===== config.mk =====
export PLATFORM = sky130hd
export DESIGN_NAME = bist_harness
export DESIGN_NICKNAME = d
export VERILOG_FILES = /design/src/rtl/bist_pkg.sv /design/src/rtl/bist_lfsr.sv /design/src/rtl/bist_braun_mul.sv /design/src/rtl/bist_misr.sv /design/src/rtl/bist_ctrl.sv /design/src/rtl/bist_harness.sv
export SDC_FILE = /design/constraint.sdc
export NUM_CORES = 1
export LEC_CHECK = 0
export BUFFER_PORTS_ARGS = -buffer_cell sky130_fd_sc_hd__buf_2
export CORE_ASPECT_RATIO = 2
export CORE_MARGIN = 2
export CORE_UTILIZATION = 25
export CTS_CLUSTER_SIZE = 16
export DETAILED_ROUTE_END_ITERATION = 8
export SYNTH_ARGS = -nofsm -noshare
export SYNTH_HDL_FRONTEND = slang
export SYNTH_HIERARCHICAL = 1
export SYNTH_SLANG_ARGS = --single-unit

===== constraint.sdc =====
create_clock -name clk -period 1.9 [get_ports clk]
set_input_delay 0.285 -clock clk [delete_from_list [all_inputs] [get_ports clk]]
set_output_delay 0.285 -clock clk [all_outputs]
set_load 0.02 [all_outputs]

===== src/rtl/bist_pkg.sv =====
package bist_pkg;
  localparam int REG_W  = 4;
  localparam int OP_W   = 2;
  localparam int PROD_W = 2 * OP_W;

  typedef enum logic [1:0] {
    ST_IDLE  = 2'd0,
    ST_RUN   = 2'd1,
    ST_CHECK = 2'd2
  } sess_state_t;
endpackage


===== src/rtl/bist_lfsr.sv =====
module bist_lfsr #(
  parameter int              W    = 4,
  parameter logic [W-1:0]    TAPS = 4'b1100,
  parameter logic [W-1:0]    SEED = 4'b0001
) (
  input  logic         clk,
  input  logic         rst_n,
  input  logic         load,
  input  logic         step,
  output logic [W-1:0] state
);
  logic fb;
  assign fb = ^(state & TAPS);

  always_ff @(posedge clk or negedge rst_n) begin
    if (!rst_n)    state <= SEED;
    else if (load) state <= SEED;
    else if (step) state <= {state[W-2:0], fb};
  end
endmodule


===== src/rtl/bist_braun_mul.sv =====
module bist_braun_mul #(
  parameter int N = 2
) (
  input  logic [N-1:0]   a,
  input  logic [N-1:0]   b,
  output logic [2*N-1:0] p
);
  logic [N-1:0] pp [N];

  for (genvar i = 0; i < N; i++) begin : g_row
    for (genvar j = 0; j < N; j++) begin : g_col
      assign pp[i][j] = a[i] & b[j];
    end
  end

  // carry-save row for the 2x2 array: n*(n-1) = 2 adders
  logic c1;
  assign p[0] = pp[0][0];
  assign p[1] = pp[1][0] ^ pp[0][1];
  assign c1   = pp[1][0] & pp[0][1];
  assign p[2] = pp[1][1] ^ c1;
  assign p[3] = pp[1][1] & c1;
endmodule


===== src/rtl/bist_misr.sv =====
module bist_misr #(
  parameter int           W    = 4,
  parameter logic [W-1:0] TAPS = 4'b1100
) (
  input  logic         clk,
  input  logic         rst_n,
  input  logic         clear,
  input  logic         step,
  input  logic [W-1:0] din,
  output logic [W-1:0] sig
);
  logic fb;
  assign fb = ^(sig & TAPS);

  always_ff @(posedge clk or negedge rst_n) begin
    if (!rst_n)     sig <= '0;
    else if (clear) sig <= '0;
    else if (step)  sig <= {sig[W-2:0], fb} ^ din;
  end
endmodule


===== src/rtl/bist_ctrl.sv =====
module bist_ctrl
  import bist_pkg::*;
#(
  parameter int           NUM_PATTERNS = 15,
  parameter logic [REG_W-1:0] GOLDEN   = 4'b0100
) (
  input  logic             clk,
  input  logic             rst_n,
  input  logic             start,
  input  logic [REG_W-1:0] sig,
  output logic             load,
  output logic             step,
  output logic             busy,
  output logic             done,
  output logic             pass,
  output logic             fail
);
  localparam int CNT_W = $clog2(NUM_PATTERNS);
  localparam logic [CNT_W-1:0] LAST = CNT_W'(NUM_PATTERNS - 1);

  sess_state_t      st;
  logic [CNT_W-1:0] cnt;

  assign load = (st == ST_IDLE) && start;
  assign step = (st == ST_RUN);
  assign busy = (st != ST_IDLE);

  always_ff @(posedge clk or negedge rst_n) begin
    if (!rst_n) begin
      st   <= ST_IDLE;
      cnt  <= '0;
      done <= 1'b0;
      pass <= 1'b0;
      fail <= 1'b0;
    end else begin
      done <= 1'b0;
      unique case (st)
        ST_IDLE: if (start) begin
          st   <= ST_RUN;
          cnt  <= '0;
          pass <= 1'b0;
          fail <= 1'b0;
        end
        ST_RUN: begin
          if (cnt == LAST) st <= ST_CHECK;
          else             cnt <= cnt + 1'b1;
        end
        ST_CHECK: begin
          st   <= ST_IDLE;
          done <= 1'b1;
          pass <= (sig == GOLDEN);
          fail <= (sig != GOLDEN);
        end
        default: st <= ST_IDLE;
      endcase
    end
  end
endmodule


===== src/rtl/bist_harness.sv =====
module bist_harness
  import bist_pkg::*;
#(
  parameter int               NUM_PATTERNS = 15,
  parameter logic [REG_W-1:0] GOLDEN       = 4'b0100
) (
  input  logic                      clk,
  input  logic                      rst_n,
  input  logic                      start,
  input  logic                      fault_en,
  input  logic [$clog2(PROD_W)-1:0] fault_sel,
  input  logic                      fault_val,
  output logic                      busy,
  output logic                      done,
  output logic                      pass,
  output logic                      fail
);
  logic              load, step;
  logic [REG_W-1:0]  pat;
  logic [PROD_W-1:0] prod, prod_obs, fmask;
  logic [REG_W-1:0]  sig;

  bist_ctrl #(.NUM_PATTERNS(NUM_PATTERNS), .GOLDEN(GOLDEN)) u_ctrl (
    .clk(clk), .rst_n(rst_n), .start(start), .sig(sig),
    .load(load), .step(step), .busy(busy), .done(done),
    .pass(pass), .fail(fail)
  );

  bist_lfsr #(.W(REG_W), .TAPS(4'b1100), .SEED(4'b0001)) u_lfsr (
    .clk(clk), .rst_n(rst_n), .load(load), .step(step), .state(pat)
  );

  bist_braun_mul #(.N(OP_W)) u_cut (
    .a(pat[REG_W-1:OP_W]), .b(pat[OP_W-1:0]), .p(prod)
  );

  // stuck-at injection on one product bit
  assign fmask    = PROD_W'(1) << fault_sel;
  assign prod_obs = fault_en ? ((prod & ~fmask) | (fault_val ? fmask : '0)) : prod;

  bist_misr #(.W(REG_W), .TAPS(4'b1100)) u_misr (
    .clk(clk), .rst_n(rst_n), .clear(load), .step(step),
    .din(prod_obs), .sig(sig)
  );
endmodule


==> results summary <==
The run finished with clean final reports. Dividing the final minimum period by the clock period gives 94.98%. Setup repair after global routing left no endpoint under its margin. The number of nets in the layout is between 100 and 150. The synthesized instance count came out at 85. The area growth from synthesis to layout came out at 17.02%. On the final layout, the worst clock skew is slightly below 0.003 ns.

The number of CTS-inserted buffers came out at 3. The compound-gate portion of the synthesized area is 8.443%. The buffer count from post-CTS setup fixing is 0. The clock period could shrink to between 1.5 and 2 ns. TritonCTS built the clock tree. Counting every sink on the clock net gives 17.

The total setup violations reported at the end of the flow is 0. After detailed routing, the number of vias per cell comes to ~4.6. The sequential cell area is between 400 and 500 sq um. The number of placement rows came out at 31.

The congestion estimate from routability-driven global placement came to 0.6429. After clock tree synthesis, the clock-pin slew on the worst setup and hold paths is 0.06 ns. For this block, the routed nets add up to about 1.8 mm of wire. The netlist area before placement is 948.4 sq um. The post-synthesis share of cell area spent on full adders, half adders and majority gates came out at between 5 and 6%.

Of all nets on the critical path, the largest fanout is 4. Of the total synthesized cell area, the portion taken by AND, OR, NAND and NOR gates is 21.24%. The startpoint type of the worst setup path is a flip-flop.

The post-detailed-placement half-perimeter wirelength is ~1.4 mm. The number of fill cells in the layout came out at between 300 and 400. The maximum number of pins on one net before global-route repair came out at 18. The leftover overflow at the end of global routing is 0. Of the total synthesized cell area, the portion taken by XOR and XNOR cells is under 10%. The critical path data required time is around 2.1 ns. The number of hold buffers added after cts came out at 1.

The transition time of the tightest slew-check pin came out at between 0.3 and 0.4 ns. The net count after synthesis came out at between 90 and 100. The dominant combinational cell family by area after synthesis is simple AND/OR/NAND/NOR gates. The first-pass detailed-route iteration total came out at 5. The number of buffers between clock root and the deepest sink came out at 2. The sum of negative setup slack is 0 ns.

For this design the top-level I/O count stands at 11. In this run, distinct cell masters in the synthesized netlist total 34. The worst slew margin relative to its limit came out at about three quarters. The initial antenna violation count came out at 0. The portion of synthesized area spent on multiplexers is 10.16%. The count of cells resized by post-cts repair came out at 0. The core box area came out at roughly 3600 sq um. The count of H-tree levels built during CTS came out at 1.

The fraction of layout cells with a size suffix above 1 came out at approximately 25%. The worst ir drop on vdd came out at ~660 uV. In the final layout, the multi-input gates occupy approximately 500 sq um. The root buffer cell chosen for the clock tree is clkbuf_8.

The die extent in y came out at between 90 and 100 um. The hold violation total from the final report is 0. The critical path arrival came out at about 2.0 ns. The total vias in the final route is roughly 690.

The worst hold path belongs to the class input port to flip-flop. The aggregate global-route resource usage came out at 9.439%. The count of maximum capacitance violations came out at 0.

The first-pass GRT wire length came out at 3.091 mm. From left edge to right edge, the die measures about 48 um. The via count of the first global-routing pass was 718. In the final routed layout, each cell accounts on average for about 12 um.

The fmax is around 0.55 GHz. The number of buffers added on ports came out at 10. The number of antenna diodes came out at 0. On the final layout, the worst hold slack is around 0.49 ns.

The number of warnings printed during yosys synthesis came out at 6. The effective utilization at floorplan is 26.01%. The cell leakage power is 0.5143 nW. After detailed routing, the number of remaining DRC violations is 0. The register bit count reported by yosys is 17. The total power per unit cell area came out at roughly 1600 nW/um^2. The critical path capture point type is a flip-flop. The kind of critical path is flip-flop to flip-flop.

The count of nets left with antenna violations once routing finished came out at 0. In this run, the number of DRC markers left after iteration 0 of detailed routing was 10. The number of pins with negative max-slew slack in the final report was 0. After synthesis, flip-flops and latches occupy approximately 45% of the total area. The synthesized area per cell came out at roughly 11 sq um. The source-to-sink clock delay at the later pin of the worst-skew pair came out at around 0.24 ns. The overall die area is between 4000 and 5000 sq um.
## per-layer routing
layer	routed length, um	vias up	track usage (%)
li1	-	324	-
met1	708	342	10.49
met2	1006	17	17.23
met3	68	2	1.193
met4	8	0	2.703
met5	0	-	0
## cells in the mapped netlist (all sizes together)
master / instances / area share (%)
a211oi: 3 / 2.4
a21oi: 1 / 0.92
a221o: 2 / 2.1
a31oi: 1 / 0.66
and2: 6 / 4.2
buf: 2 / 1.3
dfrtp: 16 / 42
dfstp: 1 / 2.8
ha: 4 / 5.3
inv: 6 / 2.4
mux2: 5 / 5.9
mux2i: 4 / 4.2
nand2: 2 / 0.79
nand2b: 2 / 1.6
nand3: 3 / 1.6
nand3b: 3 / 2.4
nor2: 8 / 3.2
nor2b: 1 / 0.66
nor3: 2 / 1.1
nor3b: 3 / 4.1
o22ai: 1 / 0.66
o2bb2ai: 1 / 0.92
o31ai: 1 / 0.79
or2: 1 / 0.66
or4b: 1 / 1.1
xnor2: 4 / 3.7
xor3: 1 / 2.5
## final cells by class
cell class / count / share of cell area (%)
sequential: 17 / 38.44
inverter: 6 / 2.029
tap: 49 / 5.524
timing repair buffer: 12 / 6.088
clock buffer: 4 / 4.059
multi-input combinational: 60 / 43.86
## registers in the layout (all words and copies together) (netlist names)
name          cells
u_lfsr/state      4
u_ctrl/fail       1
u_ctrl/cnt        4
u_ctrl/done       1
u_ctrl/pass       1
u_misr/sig        4
u_ctrl/st         2
## final timing paths
| kind | from | slack (ns) | to | cells past startpoint |
|---|---|---|---|---|
| setup / recovery | u_lfsr/state[3]$_DFFE_PN0P_ | 0.1 | u_misr/sig[2]$_DFFE_PN0P_ | 6 |
| hold / removal | start | 0.49 | u_ctrl/st[0]$_DFFE_PN0P_ | 4 |
| setup reg to reg | u_lfsr/state[3]$_DFFE_PN0P_ | 0.1 | u_misr/sig[2]$_DFFE_PN0P_ | 6 |
| hold reg to reg | u_ctrl/fail$_DFFE_PN0P_ | 0.52 | u_ctrl/fail$_DFFE_PN0P_ | 2 |
| max in group asynchronous | rst_n | 1.07 | u_lfsr/state[0]$_DFFE_PN1P_ | 2 |
| min in group asynchronous | rst_n | 0.51 | u_lfsr/state[3]$_DFFE_PN0P_ | 2 |
## worst max-delay path, cell delays in order (launching register included)
cell	delay, ns
dfrtp_1	0.41
and2_1	0.17
ha_1	0.19
ha_1	0.27
mux2_1	0.31
xnor2_1	0.14
a211oi_1	0.22
## per-stage QoR
| step | instances | total power [mW] | util (%) | area, sq um | setup WS, ns |
|---|---|---|---|---|---|
| finish | 148 | 1.741 | 30.44 | 1110 | 0.09530 |
| global route | 148 | 1.885 | 30.44 | 1110 | 0.03781 |
| CTS | 148 | 1.765 | 30.44 | 1110 | 0.09800 |
| detailed placement | 143 | 1.484 | 28.93 | 1055 | 0.1190 |
| global placement | 143 | 1.432 | 28.93 | 1055 | 0.1512 |
| floorplan | 85 | 1.309 | - | 948.4 | 0.2007 |
## cell families after synthesis
kind of cell,Yosys count
XOR/XNOR,5
buffers and inverters,8
AND/OR/NAND/NOR,32
flip-flops,17
AO/OA/AOI/OAI,10
adder cells (fa/ha/maj),4
multiplexers,9
## cell usage in the layout (no fill, tap or decap), types with 2 or more instances in the layout
master | netlist | layout
a211oi_1 | 3 | 3
a221o_1 | 2 | 2
and2_1 | 5 | 5
buf_2 | 1 | 10
clkbuf_8 | 0 | 3
dfrtp_1 | 16 | 16
ha_1 | 4 | 4
inv_1 | 5 | 5
mux2_1 | 2 | 2
mux2_2 | 3 | 3
mux2i_1 | 4 | 4
nand2_1 | 2 | 2
nand3_1 | 3 | 3
nand3b_1 | 3 | 3
nor2_1 | 8 | 8
nor3_1 | 2 | 2
xnor2_1 | 4 | 4
## where the power goes
part	internal (mW)	total (mW)	switching (mW)	leakage (nW)
Combinational	0.432	0.796	0.364	0.283
Sequential	0.528	0.684	0.155	0.209
Clock	0.148	0.261	0.113	0.0228
Total	1.11	1.74	0.632	0.514
(Power assumes the default switching activity.)
